**config.mk**
```make
export PLATFORM = sky130hd
export DESIGN_NAME = i2c_slave_hs
export DESIGN_NICKNAME = d
export VERILOG_FILES = /design/src/rtl/i2c_hs_pkg.sv /design/src/rtl/i2c_hs_sync.sv /design/src/rtl/i2c_hs_regs.sv /design/src/rtl/i2c_hs_engine.sv /design/src/rtl/i2c_slave_hs.sv
export SDC_FILE = /design/constraint.sdc
export NUM_CORES = 1
export LEC_CHECK = 0
export BUFFER_PORTS_ARGS = -buffer_cell sky130_fd_sc_hd__buf_2
export CAP_MARGIN = 20
export CORE_MARGIN = 2
export CORE_UTILIZATION = 30
export CTS_CLUSTER_SIZE = 30
export DETAILED_ROUTE_END_ITERATION = 10
export SLEW_MARGIN = 20
export SYNTH_ARGS = -nofsm -noshare
export SYNTH_HDL_FRONTEND = slang
export SYNTH_SLANG_ARGS = --single-unit
```
**constraint.sdc**
```tcl
create_clock -name clk -period 2.05 [get_ports clk]
set_input_delay 0.205 -clock clk [delete_from_list [all_inputs] [get_ports clk]]
set_output_delay 0.205 -clock clk [all_outputs]
set_load 0.005 [all_outputs]
```
**src/rtl/i2c_hs_pkg.sv**
```systemverilog
package i2c_hs_pkg;
  localparam int BYTE_W = 8;
  localparam int ADDR_W = BYTE_W - 1;
  localparam int CODE_W = BYTE_W - 3;
  localparam int CTL_W  = 5;

  typedef logic [CODE_W-1:0] code_t;

  localparam code_t C_OWN_W   = code_t'(8'h60 >> 3);
  localparam code_t C_GEN     = code_t'(8'h70 >> 3);
  localparam code_t C_RX_OWN  = code_t'(8'h80 >> 3);
  localparam code_t C_RX_OWNN = code_t'(8'h88 >> 3);
  localparam code_t C_RX_GEN  = code_t'(8'h90 >> 3);
  localparam code_t C_RX_GENN = code_t'(8'h98 >> 3);
  localparam code_t C_END     = code_t'(8'hA0 >> 3);
  localparam code_t C_OWN_R   = code_t'(8'hA8 >> 3);
  localparam code_t C_TX_ACK  = code_t'(8'hB8 >> 3);
  localparam code_t C_TX_NACK = code_t'(8'hC0 >> 3);
  localparam code_t C_IDLE    = code_t'(8'hF8 >> 3);

  localparam logic [BYTE_W-1:0] ADR_RESET = 8'hFE;

  typedef enum logic [2:0] {
    ST_IDLE, ST_ADDR, ST_AACK, ST_RX, ST_RACK, ST_TX, ST_TACK
  } eng_state_t;

  typedef struct packed {
    logic en;
    logic sta;
    logic sto;
    logic flag;
    logic ack;
  } ctl_t;

  function automatic logic [BYTE_W-1:0] code_to_byte(input code_t c);
    return {c, 3'b000};
  endfunction

  function automatic logic addr_match(input logic [BYTE_W-1:0] rx,
                                      input logic [ADDR_W-1:0] own,
                                      input logic gc_en,
                                      input logic ack_en);
    logic own_hit, gen_hit;
    own_hit = (rx[BYTE_W-1:1] == own);
    gen_hit = gc_en && (rx[BYTE_W-1:1] == '0) && !rx[0];
    return ack_en && (own_hit || gen_hit);
  endfunction

  function automatic code_t rx_done_code(input logic gen, input logic acked);
    if (gen) return acked ? C_RX_GEN : C_RX_GENN;
    return acked ? C_RX_OWN : C_RX_OWNN;
  endfunction
endpackage

```
**src/rtl/i2c_hs_sync.sv**
```systemverilog
module i2c_hs_sync #(
  parameter int STAGES = 2
) (
  input  logic clk,
  input  logic rst_n,
  input  logic scl_i,
  input  logic sda_i,
  output logic sda_s,
  output logic scl_rise,
  output logic scl_fall,
  output logic start_evt,
  output logic stop_evt
);
  logic [STAGES:0] scl_c, sda_c;
  logic scl_d, sda_d, scl_s;

  assign scl_c[0] = scl_i;
  assign sda_c[0] = sda_i;

  for (genvar g = 1; g <= STAGES; g++) begin : g_stage
    always_ff @(posedge clk or negedge rst_n) begin
      if (!rst_n) begin
        scl_c[g] <= 1'b1;
        sda_c[g] <= 1'b1;
      end else begin
        scl_c[g] <= scl_c[g-1];
        sda_c[g] <= sda_c[g-1];
      end
    end
  end

  assign scl_s = scl_c[STAGES];
  assign sda_s = sda_c[STAGES];

  always_ff @(posedge clk or negedge rst_n) begin
    if (!rst_n) begin
      scl_d <= 1'b1;
      sda_d <= 1'b1;
    end else begin
      scl_d <= scl_s;
      sda_d <= sda_s;
    end
  end

  assign scl_rise  = scl_s && !scl_d;
  assign scl_fall  = !scl_s && scl_d;
  assign start_evt = scl_s && scl_d && sda_d && !sda_s;
  assign stop_evt  = scl_s && scl_d && !sda_d && sda_s;
endmodule

```
**src/rtl/i2c_hs_regs.sv**
```systemverilog
module i2c_hs_regs
  import i2c_hs_pkg::*;
(
  input  logic              clk,
  input  logic              rst_n,
  input  logic              ctl_wr,
  input  logic [CTL_W-1:0]  ctl_wdata,
  input  logic              adr_wr,
  input  logic [BYTE_W-1:0] adr_wdata,
  input  logic              dat_wr,
  input  logic [BYTE_W-1:0] dat_wdata,
  input  logic              flag_set,
  input  logic              stop_evt,
  output ctl_t              ctl,
  output logic [BYTE_W-1:0] adr,
  output logic [BYTE_W-1:0] txd,
  output logic              flag_clr
);
  ctl_t wr_ctl;
  assign wr_ctl   = ctl_t'(ctl_wdata);
  assign flag_clr = ctl_wr && !wr_ctl.flag && ctl.flag && !flag_set;

  always_ff @(posedge clk or negedge rst_n) begin
    if (!rst_n) begin
      ctl <= '0;
      adr <= ADR_RESET;
      txd <= '0;
    end else begin
      if (ctl_wr) begin
        ctl.en   <= wr_ctl.en;
        ctl.sta  <= wr_ctl.sta;
        ctl.sto  <= wr_ctl.sto;
        ctl.ack  <= wr_ctl.ack;
        ctl.flag <= ctl.flag && wr_ctl.flag;
      end
      if (stop_evt) ctl.sto  <= 1'b0;
      if (flag_set) ctl.flag <= 1'b1;
      if (adr_wr) adr <= adr_wdata;
      if (dat_wr) txd <= dat_wdata;
    end
  end
endmodule

```
**src/rtl/i2c_hs_engine.sv**
```systemverilog
module i2c_hs_engine
  import i2c_hs_pkg::*;
(
  input  logic              clk,
  input  logic              rst_n,
  input  logic              en,
  input  logic              ack_bit,
  input  logic              flag,
  input  logic              flag_clr,
  input  logic              sda_s,
  input  logic              scl_rise,
  input  logic              scl_fall,
  input  logic              start_evt,
  input  logic              stop_evt,
  input  logic [BYTE_W-1:0] own_adr,
  input  logic [BYTE_W-1:0] txd,
  output logic              flag_set,
  output code_t             code,
  output logic              stretch,
  output logic              sda_oe,
  output logic [BYTE_W-1:0] rx_byte,
  output logic              hit_evt
);
  eng_state_t        state;
  logic [3:0]        cnt;
  logic [BYTE_W-1:0] shreg;
  logic              is_gen, rw, ackdrv, got_ack, addressed;
  logic              bus_evt, last_rx_fall, slot_fall;

  assign bus_evt      = start_evt || stop_evt;
  assign last_rx_fall = scl_fall && (cnt == 4'd8);
  assign slot_fall    = scl_fall && (cnt == 4'd1);
  assign hit_evt      = en && !bus_evt && (state == ST_ADDR) && last_rx_fall &&
                        addr_match(shreg, own_adr[BYTE_W-1:1], own_adr[0], ack_bit);

  always_comb begin
    case (state)
      ST_AACK: sda_oe = 1'b1;
      ST_RACK: sda_oe = ackdrv;
      ST_TX:   sda_oe = !flag && !shreg[BYTE_W-1];
      default: sda_oe = 1'b0;
    endcase
  end

  always_ff @(posedge clk or negedge rst_n) begin
    if (!rst_n) begin
      state     <= ST_IDLE;
      cnt       <= '0;
      shreg     <= '0;
      is_gen    <= 1'b0;
      rw        <= 1'b0;
      ackdrv    <= 1'b0;
      got_ack   <= 1'b0;
      addressed <= 1'b0;
      flag_set  <= 1'b0;
      code      <= C_IDLE;
      stretch   <= 1'b0;
      rx_byte   <= '0;
    end else begin
      flag_set <= 1'b0;
      if (!en) begin
        state     <= ST_IDLE;
        cnt       <= '0;
        addressed <= 1'b0;
      end else if (bus_evt) begin
        if (addressed) begin
          flag_set  <= 1'b1;
          code      <= C_END;
          stretch   <= 1'b0;
          addressed <= 1'b0;
        end
        state <= start_evt ? ST_ADDR : ST_IDLE;
        cnt   <= '0;
      end else begin
        case (state)
          ST_ADDR, ST_RX: begin
            if (scl_rise) begin
              shreg <= {shreg[BYTE_W-2:0], sda_s};
              cnt   <= cnt + 4'd1;
            end else if (last_rx_fall) begin
              cnt <= '0;
              if (state == ST_RX) begin
                rx_byte <= shreg;
                ackdrv  <= ack_bit;
                state   <= ST_RACK;
              end else if (hit_evt) begin
                is_gen <= (shreg[BYTE_W-1:1] != own_adr[BYTE_W-1:1]);
                rw     <= shreg[0];
                state  <= ST_AACK;
              end else begin
                state <= ST_IDLE;
              end
            end
          end
          ST_AACK, ST_RACK, ST_TACK: begin
            if (scl_rise) begin
              cnt <= 4'd1;
              if (state == ST_TACK) got_ack <= !sda_s;
            end else if (slot_fall) begin
              cnt      <= '0;
              flag_set <= 1'b1;
              stretch  <= 1'b1;
              if (state == ST_AACK) begin
                code      <= rw ? C_OWN_R : (is_gen ? C_GEN : C_OWN_W);
                addressed <= 1'b1;
                state     <= rw ? ST_TX : ST_RX;
              end else if (state == ST_RACK) begin
                code      <= rx_done_code(is_gen, ackdrv);
                addressed <= ackdrv;
                state     <= ackdrv ? ST_RX : ST_IDLE;
              end else begin
                code      <= got_ack ? C_TX_ACK : C_TX_NACK;
                addressed <= got_ack;
                state     <= got_ack ? ST_TX : ST_IDLE;
              end
            end
          end
          ST_TX: begin
            if (flag_clr) begin
              shreg <= txd;
              cnt   <= '0;
            end else if (scl_fall) begin
              if (cnt == 4'd7) begin
                cnt   <= '0;
                state <= ST_TACK;
              end else begin
                shreg <= {shreg[BYTE_W-2:0], 1'b0};
                cnt   <= cnt + 4'd1;
              end
            end
          end
          default: ;
        endcase
      end
    end
  end
endmodule

```
**src/rtl/i2c_slave_hs.sv**
```systemverilog
module i2c_slave_hs
  import i2c_hs_pkg::*;
#(
  parameter int SYNC_STAGES = 2
) (
  input  logic              clk,
  input  logic              rst_n,
  input  logic              scl_i,
  input  logic              sda_i,
  output logic              scl_oe,
  output logic              sda_oe,
  input  logic              ctl_wr,
  input  logic [CTL_W-1:0]  ctl_wdata,
  input  logic              adr_wr,
  input  logic [BYTE_W-1:0] adr_wdata,
  input  logic              dat_wr,
  input  logic [BYTE_W-1:0] dat_wdata,
  output logic [CTL_W-1:0]  ctl_rd,
  output logic [BYTE_W-1:0] stat_rd,
  output logic [BYTE_W-1:0] adr_rd,
  output logic [BYTE_W-1:0] rx_byte,
  output logic              irq
);
  logic  sda_s, scl_rise, scl_fall, start_evt, stop_evt;
  logic  flag_set, flag_clr, stretch, hit_evt;
  ctl_t  ctl;
  code_t code;
  logic [BYTE_W-1:0] txd;

  i2c_hs_sync #(.STAGES(SYNC_STAGES)) u_sync (
    .clk(clk), .rst_n(rst_n), .scl_i(scl_i), .sda_i(sda_i), .sda_s(sda_s),
    .scl_rise(scl_rise), .scl_fall(scl_fall),
    .start_evt(start_evt), .stop_evt(stop_evt)
  );

  i2c_hs_regs u_regs (
    .clk(clk), .rst_n(rst_n), .ctl_wr(ctl_wr), .ctl_wdata(ctl_wdata),
    .adr_wr(adr_wr), .adr_wdata(adr_wdata), .dat_wr(dat_wr), .dat_wdata(dat_wdata),
    .flag_set(flag_set), .stop_evt(stop_evt), .ctl(ctl), .adr(adr_rd),
    .txd(txd), .flag_clr(flag_clr)
  );

  i2c_hs_engine u_eng (
    .clk(clk), .rst_n(rst_n), .en(ctl.en), .ack_bit(ctl.ack), .flag(ctl.flag),
    .flag_clr(flag_clr), .sda_s(sda_s), .scl_rise(scl_rise), .scl_fall(scl_fall),
    .start_evt(start_evt), .stop_evt(stop_evt), .own_adr(adr_rd), .txd(txd),
    .flag_set(flag_set), .code(code), .stretch(stretch), .sda_oe(sda_oe),
    .rx_byte(rx_byte), .hit_evt(hit_evt)
  );

  assign ctl_rd  = ctl;
  assign irq     = ctl.flag;
  assign scl_oe  = ctl.flag && stretch;
  assign stat_rd = ctl.flag ? code_to_byte(code) : code_to_byte(C_IDLE);
endmodule

```
Yosys cells after proc, flatten, opt, wreduce, memory -nomap -nowiden
Index checks and enable logic that the tools add are counted.
{"block": "classes", "div_mod_pow": 0, "mux": 78, "eq_ne": 30, "bitwise_logic": 3, "mul": 0, "n_shift": 0, "n_addsub": 1, "n_reduce_logical": 50, "magnitude_cmp": 0}
{"operator": "2-to-1 mux 5 bit", "n": 10}
{"operator": "2-to-1 mux 3 bit", "n": 15}
{"operator": "2-to-1 mux 4 bit", "n": 10}
{"operator": "2-to-1 mux 8 bit", "n": 5}
{"operator": "2-to-1 mux 1 bit", "n": 31}
{"operator": "logical AND 1 bit", "n": 22}
{"operator": "inequality test 4 x 2 -> 1 bit, second input constant", "n": 4}
{"operator": "one-hot mux 8 bit (2 select lines)", "n": 1}
{"operator": "inequality test 5 x 3 -> 1 bit, second input constant", "n": 3}
{"operator": "inequality test 4 x 3 -> 1 bit, second input constant", "n": 3}
{"operator": "one-hot mux 4 bit (3 select lines)", "n": 1}
{"operator": "AND reduction 6 bit", "n": 2}
{"operator": "logical NOT 1 bit", "n": 10}
{"operator": "AND reduction 5 bit", "n": 2}
{"operator": "nonzero test 2 bit", "n": 5}
{"operator": "== test 3 bit, second input constant", "n": 3}
{"operator": "one-hot mux 3 bit (3 select lines)", "n": 1}
{"operator": "AND reduction 8 bit", "n": 1}
{"operator": "== test 7 bit", "n": 1}
{"operator": "logical NOT 7 bit", "n": 1}
{"operator": "inequality test 7 bit", "n": 1}
{"operator": "AND reduction 7 bit", "n": 1}
{"operator": "== test 3 x 2 -> 1 bit, second input constant", "n": 2}
{"operator": "2-to-1 mux 2 bit", "n": 3}
{"operator": "18 further kinds", "n": 24}
{"block": "totals", "elab_cells": 187, "regBits": 62, "ram_bits": 0, "latch_bits": 0, "n_memories": 0, "mem_bits_ro": 0, "inputBits": 28}

Longest topological paths before layout
Gate-level depths: netlist of the first run.
{"block": "logic_depth", "word_depth": 16, "mapped_depth": 8}

Hierarchy
Synthesis of the first run repeated with hierarchy kept, for this count alone.
{"block": "hier_totals", "cells_unflattened": 287, "hier_area_um2": 3236.9}
{"module": "i2c_hs_engine", "n_inst": 1, "area_per_inst_um2": 2104.5, "cells_each": 219}
{"module": "i2c_hs_regs", "n_inst": 1, "area_per_inst_um2": 870.8, "cells_each": 47}
{"module": "i2c_hs_sync", "n_inst": 1, "area_per_inst_um2": 190.2, "cells_each": 10}
{"module": "i2c_slave_hs", "n_inst": 1, "area_per_inst_um2": 71.3, "cells_each": 11}

Least setup slack after synthesis of the first run
OpenSTA, ideal clock, no wires.
{"block": "synth_timing", "kind": "reg2reg", "start": "register u_sync.sda_c[2] (netlist: u_sync.sda_s)", "end": "register u_eng.shreg[0]", "path_stages_with_launch": 7, "synth_period_minus_slack_ps": 1864, "path_buffers": 1, "arrival_ps": 1739, "path_slack_ps": 186, "path_cell_list": "dfstp_2 -> xnor2_1 -> nor2_1 -> nor2b_1 -> o21a_1 -> buf_2 -> mux2_2"}
{"block": "synth_between", "elab_chain_cells": 5, "elab_cells_between_ends": 8, "classes_between": "2 x mux; 1 x bitwise; 5 x reduce/logical"}
{"item": "start, declared", "line": "i2c_hs_sync.sv:14", "rtl": "logic [STAGES:0] scl_c, sda_c;"}
{"item": "start signal, assigned by index", "line": "i2c_hs_sync.sv:27", "rtl": "sda_c[g] <= sda_c[g-1];"}
{"item": "logical NOT 1 bit", "line": "i2c_hs_sync.sv:47", "rtl": "assign start_evt = scl_s && scl_d && sda_d && !sda_s;"}
{"item": "logical AND 1 bit", "line": "i2c_hs_sync.sv:47"}
{"item": "logical OR 1 bit", "line": "i2c_hs_engine.sv:30", "rtl": "assign bus_evt = start_evt || stop_evt;"}
{"item": "inverter 1 bit (no source line)"}
{"item": "AND reduction 6 bit (no source line)"}
{"item": "end signal, assigned", "line": "i2c_hs_engine.sv:78", "rtl": "shreg <= {shreg[BYTE_W-2:0], sda_s};"}
{"item": "end signal, assigned", "line": "i2c_hs_engine.sv:120", "rtl": "shreg <= txd;"}
{"item": "end signal, assigned", "line": "i2c_hs_engine.sv:127", "rtl": "shreg <= {shreg[BYTE_W-2:0], 1'b0};"}
{"item": "end, declared", "line": "i2c_hs_engine.sv:26", "rtl": "logic [BYTE_W-1:0] shreg;"}
Several ways; a longest one is shown, not always the timed one. The select of a mux whose other input is x is not followed.
A chain may end at the register's enable or synchronous reset.

Worst setup path in the final report of the first run
{"block": "layout_timing", "start": "register u_sync.scl_c[2] (netlist: u_sync.scl_s)", "end": "register u_eng.cnt[1]"}
{"block": "layout_between", "elab_chain_cells": 6, "elab_cells_between_ends": 21, "classes_between": "4 x eq/ne; 5 x mux; 12 x reduce/logical"}
{"item": "start, declared", "line": "i2c_hs_sync.sv:14"}
{"item": "start signal, assigned by index", "line": "i2c_hs_sync.sv:26", "rtl": "scl_c[g] <= scl_c[g-1];"}
{"item": "logical AND 1 bit", "line": "i2c_hs_sync.sv:47, i2c_hs_sync.sv:48"}
{"item": "logical AND 1 bit, on equally long branches (2 in series)", "line": "i2c_hs_sync.sv:47, i2c_hs_sync.sv:48"}
{"item": "logical OR 1 bit", "line": "i2c_hs_engine.sv:30"}
{"item": "inequality test 5 x 1 -> 1 bit (no source line), or another cell as far along"}
{"item": "AND reduction 4 bit (no source line) or 2-to-1 mux 4 bit (tied branches)"}
{"item": "end signal, assigned", "line": "i2c_hs_engine.sv:79", "rtl": "cnt <= cnt + 4'd1;"}
{"item": "end signal, assigned", "line": "i2c_hs_engine.sv:128", "rtl": "cnt <= cnt + 4'd1;"}
{"item": "end, declared", "line": "i2c_hs_engine.sv:25", "rtl": "logic [3:0] cnt;"}
Several ways; a longest one is shown, not always the timed one.

==> results of run 1 <==
final cells by class:
class	instances	area, µm²	area share [%]
clock buffer	11	141	3.50
clock inverter	5	57.6	1.43
inverter	11	41.3	1.02
multi-input combinational	200	1530	37.9
sequential	62	1570	39.0
tap	136	170	4.21
timing repair buffer	84	523	13.0
per-layer routing:
| layer | share of wire, % | vias up |
|---|---|---|
| met5 | 0 | - |
| met4 | 1.8 | 0 |
| met3 | 4.6 | 14 |
| met2 | 47 | 59 |
| met1 | 46 | 1191 |
| li1 | - | 1204 |
placed cells by master (no fill, tap or decap), types with 3 or more instances in the layout:
master	instances
nor4_1	4
buf_2	56
o21a_1	3
ha_1	3
dlygate4sd3_1	3
nand2b_1	13
dfstp_2	18
nand3b_1	4
mux2i_1	3
nand2_1	17
clkbuf_8	10
a22o_1	3
a21oi_1	13
conb_1	3
xnor2_1	5
nor3_1	4
nor2_1	14
xor2_1	3
inv_1	11
o31ai_1	4
buf_4	23
o32ai_1	3
mux2_2	44
or3_1	4
o21ai_0	8
a31oi_1	3
dfrtp_1	44
worst reg2reg max path: stages, from the launching register on:
cell      delay (ns)
dfstp_2         0.60
nand2b_1        0.08
or3_1           0.39
and2_4          0.16
or4b_1          0.46
a21oi_1         0.16
timing repair:
| action | in CTS | in global routing |
|---|---|---|
| setup endpoints to repair | 0 | 4 |
| resized for setup | 0 | 4 |
| hold endpoints to repair | 13 | 0 |
| hold buffers | 3 | 0 |
power groups by stage:
| stage | logic, µW | registers (µW) | clock network [µW] |
|---|---|---|---|
| 2_1_floorplan | 132 | 1350 | 0 |
| 3_3_place_gp | 245 | 1360 | 0 |
| 3_5_place_dp | 245 | 1360 | 0 |
| 4_1_cts | 251 | 1340 | 1130 |
| 5_1_grt | 275 | 1350 | 1180 |
| 6_report | 248 | 1340 | 1090 |
state kept, by name, indices dropped and copies added (netlist names):
name             count
u_eng.ackdrv         1
u_eng.addressed      1
u_eng.cnt            4
u_eng.code           5
u_eng.flag_set       1
u_eng.got_ack        1
u_eng.is_gen         1
u_eng.rw             1
u_eng.rx_byte        8
u_eng.shreg          8
u_eng.state          3
u_eng.stretch        1
u_regs.adr           8
u_regs.ctl           5
u_regs.txd           8
u_sync.scl_c         1
u_sync.scl_d         1
u_sync.scl_s         1
u_sync.sda_c         1
u_sync.sda_d         1
u_sync.sda_s         1
how the worst max path moves through the flow:
stage | endpoint | depth (start not counted)
finish | u_eng.cnt[1]$_DFFE_PN0P_ | 5
global route | u_eng.cnt[1]$_DFFE_PN0P_ | 6
CTS | u_eng.cnt[1]$_DFFE_PN0P_ | 5
detailed placement | u_eng.cnt[1]$_DFFE_PN0P_ | 7
global placement | u_eng.code[1]$_DFFE_PN1P_ | 6
floorplan | u_eng.shreg[0]$_DFFE_PN0P_ | 6
logic make-up after synthesis:
logic type / after synthesis / share of synthesized area, %
flip-flops: 62 / 49.1
XOR/XNOR: 8 / 2.19
AO/OA/AOI/OAI: 57 / 12.3
AND/OR/NAND/NOR: 82 / 14.6
multiplexers: 47 / 16.4
adder cells (fa/ha/maj): 3 / 1.17
buffers and inverters: 27 / 4.02
other: 1 / 0.117
through the flow:
step | hold slack [ns] | utilization (%)
2_1_floorplan | -0.0906 | -
3_3_place_gp | 0.208 | 36.7
3_5_place_dp | 0.222 | 36.7
4_1_cts | 0.0713 | 38.9
5_1_grt | 0.0766 | 39.1
6_report | 0.0834 | 39.1
==> reports/summary.txt, run 1 <==
Post-synth top cells: 44 x dfrtp_1, 44 x mux2_2, 18 x dfstp_2
fill cell count: 1019
worst path bufs/invs: 0
ANT cells: 0
WP data required: 2.32 ns
r2r setup slk: 0.12 ns
Crit path max-delay family: simple AND/OR/NAND/NOR gates
full die area: 11500 µm²
FF+latch count, synth: 62
Netlist cell types: 57
Core Region: 10300 µm²
area grow syn2layout: 26.1%
routed wire length per instance: 15.0 µm
Hold Path Stages: 2
clock latency at the later pin of the worst-skew pair: 0.35 ns
share of cells above drive strength 1: 44.2%
antenna violations before repair: 0
Crit Path Max Fanout: 8
endpoints failing hold: 0
MaxCap Viol Count: 0
DRC: 0
largest net degree at the start of global routing: 43
vias in the first global route: 2460
routing usage on met2: 22.9%
ANT nets after route: 0
first-pass GRT wire length: 12600 µm
Max Slew Vio Count: 0
critical path launch point type: flop
initial DRC count: 83
synth warn: 0
IO Pins: 60
Mapped Avg Cell Area: 11.2 µm²
hold endpoint: u_regs.ctl[4]$_DFFE_PN0P_
Peak VDD IR: 398 µV
Placed Area: 3790 µm²
row count: 37
Final Critical Period: 1.93 ns
CP max stage delay: 0.60 ns
Final Cell Area: 4040 µm²
Crit path arrival time: 2.20 ns
switching part of the total power: 24.7%
Clock transition at path regs: 0.08 ns
Worst Tran Pin Value: 0.573 ns
Chip Width: 107 µm
synthesized area: 3200 µm²
GR Layer Usage met1: 17.9%
Starting Density: 31.0%
Crit Path Category: flop to flop
Root Driver: clkbuf_8
met3 GRT Util: 4.00%
Initial DRT Pass Iterations: 4
final setup fails: 0
cell count after placement: 490
Final Worst Setup Slack: 0.121 ns
Cell Pwr Density: 664 nW/µm²
CTS tree: built
# H-tree levels: 3
Post-DP HPWL: 5820 µm
crit-path cells: nand2b_1 > or3_1 > and2_4 > or4b_1 > a21oi_1
via count: 2468
top cell type's share of synthesized area: 34.4%
sequential element share of the synthesized area: 49.1%
routability cong.: 0.820
Inserted Clock Buffers: 9
internal cell power: 2020 µW
Worst path slowest cell: dfstp_2
Setup Total Neg Slack: 0 ns
CP startpoint: u_sync.scl_s$_DFF_PN1_
worst hold path type: input port to flop
worst reg2reg path depth: 5
CP endpoint kind: flop
number of flops mapped to enable cells by yosys: 0
period utilization: 94.1%
Clock power frac: 40.9%
Routed WL: 7650 µm
FFs w/ async S/R, synth: 100%
Main synth FF type: dfrtp_1
status: complete, no violations
Tot Pwr: 2680 µW
Post-Place Worst Slack: 0.0742 ns
most area-consuming cells after synthesis: dfrtp_1 34%, mux2_2 15%, dfstp_2 15%
Max Freq: 518 MHz
die height: 107 µm
Post-CTS Setup Repair Bufs: 0
Tot GR Track Use: 14.1%
Gate power share: 9.3%
Slew HR: 61.5%
sequential share of power: 49.9%
Mapped Cells: 287
worst clock skew: 0.0127 ns
Hold Startpoint: ctl_wdata[4]
Port Buffers: 56
Cell Count, Final, Fillers Out: 509
Clock Path Buffers: 2
number of clock sinks: 62
dominant cell type by area after synthesis: dfrtp_1
grt ovf: 0
NumNets Final: 399
RSZ-0062 raised after global routing: true
grt peak-use layer: met2
Leak Pwr: 0.00183 µW
Psw: 663 µW
worst r2r src: u_sync.scl_s$_DFF_PN1_
Vias per Instance: 4.85
r2r endpoint: u_eng.cnt[1]$_DFFE_PN0P_
No activity file was read; power rests on OpenSTA's default activity.
==> run 2: changes to the inputs <==
--- a/config.mk
+++ b/config.mk
@@ -7,10 +7,10 @@
 export LEC_CHECK = 0
 export BUFFER_PORTS_ARGS = -buffer_cell sky130_fd_sc_hd__buf_2
 export CAP_MARGIN = 20
-export CORE_MARGIN = 2
 export CORE_UTILIZATION = 30
 export CTS_CLUSTER_SIZE = 30
 export DETAILED_ROUTE_END_ITERATION = 10
+export PLACE_DENSITY = 0.57
 export SLEW_MARGIN = 20
 export SYNTH_ARGS = -nofsm -noshare
 export SYNTH_HDL_FRONTEND = slang
==> constraint.sdc (replaced) <==
create_clock -name clk -period 1.9 [get_ports clk]
set_input_delay 0.19 -clock clk [delete_from_list [all_inputs] [get_ports clk]]
set_output_delay 0.19 -clock clk [all_outputs]
set_load 0.005 [all_outputs]
==> reports/summary.txt, run 2 (synthesized netlist as in run 1, its figures left out) <==
status: finished with violations (was complete, no violations)
failing checks: negative setup slack
worst clock skew: 0.00973 ns (was 0.0127 ns)
Gate power share: 10.4% (was 9.3%)
Starting Density: 31.0% (unchanged)
routed wire length per instance: 15.9 µm (was 15.0 µm)
final setup fails: 2 (was 0)
Crit Path Category: flop to flop (unchanged)
WP data required: 2.17 ns (was 2.32 ns)
first-pass GRT wire length: 13500 µm (was 12600 µm)
area grow syn2layout: 36.5% (was 26.1%)
Clock Path Buffers: 2 (unchanged)
IO Pins: 60 (unchanged)
Clock transition at path regs: 0.08 ns (about the same)
full die area: 11100 µm² (was 11500 µm²)
share of cells above drive strength 1: 52.8% (was 44.2%)
Peak VDD IR: 551 µV (was 398 µV)
Placed Area: 3910 µm² (was 3790 µm²)
switching part of the total power: 25.4% (was 24.7%)
via count: 2669 (was 2468)
most common cell after layout, fill and taps aside: buf_2 (unchanged)
Cell Pwr Density: 675 nW/µm² (was 664 nW/µm²)
ANT cells: 0 (unchanged)
CP endpoint kind: flop (unchanged)
endpoints failing hold: 0 (unchanged)
Root Driver: clkbuf_8 (unchanged)
Tot Pwr: 2950 µW (was 2680 µW)
Hold Path Stages: 2 (unchanged)
Final Critical Period: 1.95 ns (was 1.93 ns)
grt ovf: 0 (unchanged)
period utilization: 102% (was 94.1%)
ANT nets after route: 0 (unchanged)
Post-DP HPWL: 5960 µm (was 5820 µm)
Final Worst Setup Slack: -0.0461 ns (was 0.121 ns)
Crit Path Max Fanout: 7 (was 8)
most frequent cells in the layout: 57 x buf_2, 44 x dfrtp_1, 43 x mux2_2 (was 56 x buf_2, 44 x mux2_2, 44 x dfrtp_1)
Cell Count, Final, Fillers Out: 532 (was 509)
# H-tree levels: 3 (unchanged)
Max Freq: 514 MHz (was 518 MHz)
CTS tree: built (unchanged)
Tot GR Track Use: 15.7% (was 14.1%)
Crit path arrival time: 2.21 ns (was 2.20 ns)
Core Region: 10300 µm² (unchanged)
Initial DRT Pass Iterations: 4 (unchanged)
Leak Pwr: 0.00197 µW (was 0.00183 µW)
Inserted Clock Buffers: 9 (unchanged)
clock latency at the later pin of the worst-skew pair: 0.34 ns (was 0.35 ns)
antenna violations before repair: 0 (unchanged)
NumNets Final: 422 (was 399)
row count: 37 (unchanged)
RSZ-0062 raised after global routing: true (unchanged)
internal cell power: 2200 µW (was 2020 µW)
Vias per Instance: 5.02 (was 4.85)
Hold WS: 0.0790 ns (was 0.0834 ns)
Routed WL: 8440 µm (was 7650 µm)
sequential share of power: 48.9% (was 49.9%)
Chip Width: 105 µm (was 107 µm)
worst hold path type: input port to flop (unchanged)
number of clock sinks: 62 (unchanged)
die height: 105 µm (was 107 µm)
Psw: 748 µW (was 663 µW)
initial DRC count: 85 (was 83)
cell count after placement: 505 (was 490)
largest net degree at the start of global routing: 63 (was 43)
Max Slew Vio Count: 0 (unchanged)
routability cong.: 0.937 (was 0.820)
vias in the first global route: 2699 (was 2460)
Final Cell Area: 4370 µm² (was 4040 µm²)
MaxCap Viol Count: 0 (unchanged)
Clock power frac: 40.7% (was 40.9%)
critical path launch point type: flop (unchanged)
DRC: 0 (unchanged)
worst reg2reg path depth: 5 (unchanged)
Port Buffers: 56 (unchanged)
## run 2: layer usage
metal | vias up | global-route usage (%) | wire, µm
li1 | 1243 | - | -
met1 | 1323 | 18.2 | 3530
met2 | 88 | 27.9 | 4380
met3 | 15 | 4.27 | 376
met4 | 0 | 5.03 | 159
met5 | - | 0 | 0
## run 2: through the flow
step,utilization [%],setup WS (ns),TNS [ns]
final,42.3,-0.0461,-0.0544
after global routing,42.3,-0.103,-0.641
after CTS,40.6,0.00726,0
after detailed placement,37.9,-0.113,-0.337
after global placement,37.9,-0.0374,-0.0963
after floorplan,-,0.0359,0
## run 2: path summary, 6_finish.rpt
check,from,to,slack (ns)
setup / recovery,u_sync.scl_d$_DFF_PN1_,u_eng.cnt[1]$_DFFE_PN0P_,-0.05
hold / removal,adr_wdata[6],u_regs.adr[6]$_DFFE_PN1P_,0.08
setup reg to reg,u_sync.scl_d$_DFF_PN1_,u_eng.cnt[1]$_DFFE_PN0P_,-0.05
hold reg to reg,u_sync.sda_c[1]$_DFF_PN1_,u_sync.sda_s$_DFF_PN1_,0.36
max in group asynchronous,rst_n,u_sync.scl_d$_DFF_PN1_,1.17
min in group asynchronous,rst_n,u_eng.stretch$_DFFE_PN0P_,0.38
## run 2: final cells by class
type                       count  area [µm²]
clock inverter                 6        67.6
timing repair buffer         107         713
clock buffer                  10         138
multi-input combinational    200        1670
sequential                    62        1570
inverter                      11        41.3
tap                          136         170
fill                        1009        5950
## run 2: power groups by stage
| stage | clock network [µW] | registers, µW | logic (µW) |
|---|---|---|---|
| final | 1200 | 1440 | 308 |
| after floorplan | 0 | 1450 | 142 |
| after detailed placement | 0 | 1470 | 286 |
| after global routing | 1290 | 1450 | 337 |
| after global placement | 0 | 1460 | 283 |
| after CTS | 1240 | 1440 | 294 |
## run 2: critical path: stages (launching register included)
cell     delay (ns)
dfstp_2        0.60
nor3b_4        0.24
and3_4         0.24
o32ai_4        0.12
or4b_4         0.56
a21oi_2        0.14
## run 2: timing repair
| action | 4_1_cts | 5_1_grt |
|---|---|---|
| setup endpoints to repair | 10 | 21 |
| buffers inserted | 4 | 3 |
| resized for setup | 3 | 33 |
| gates cloned | 0 | 1 |
| hold endpoints to repair | 46 | 0 |
| pin swaps | 1 | 5 |
| hold buffers | 3 | 0 |
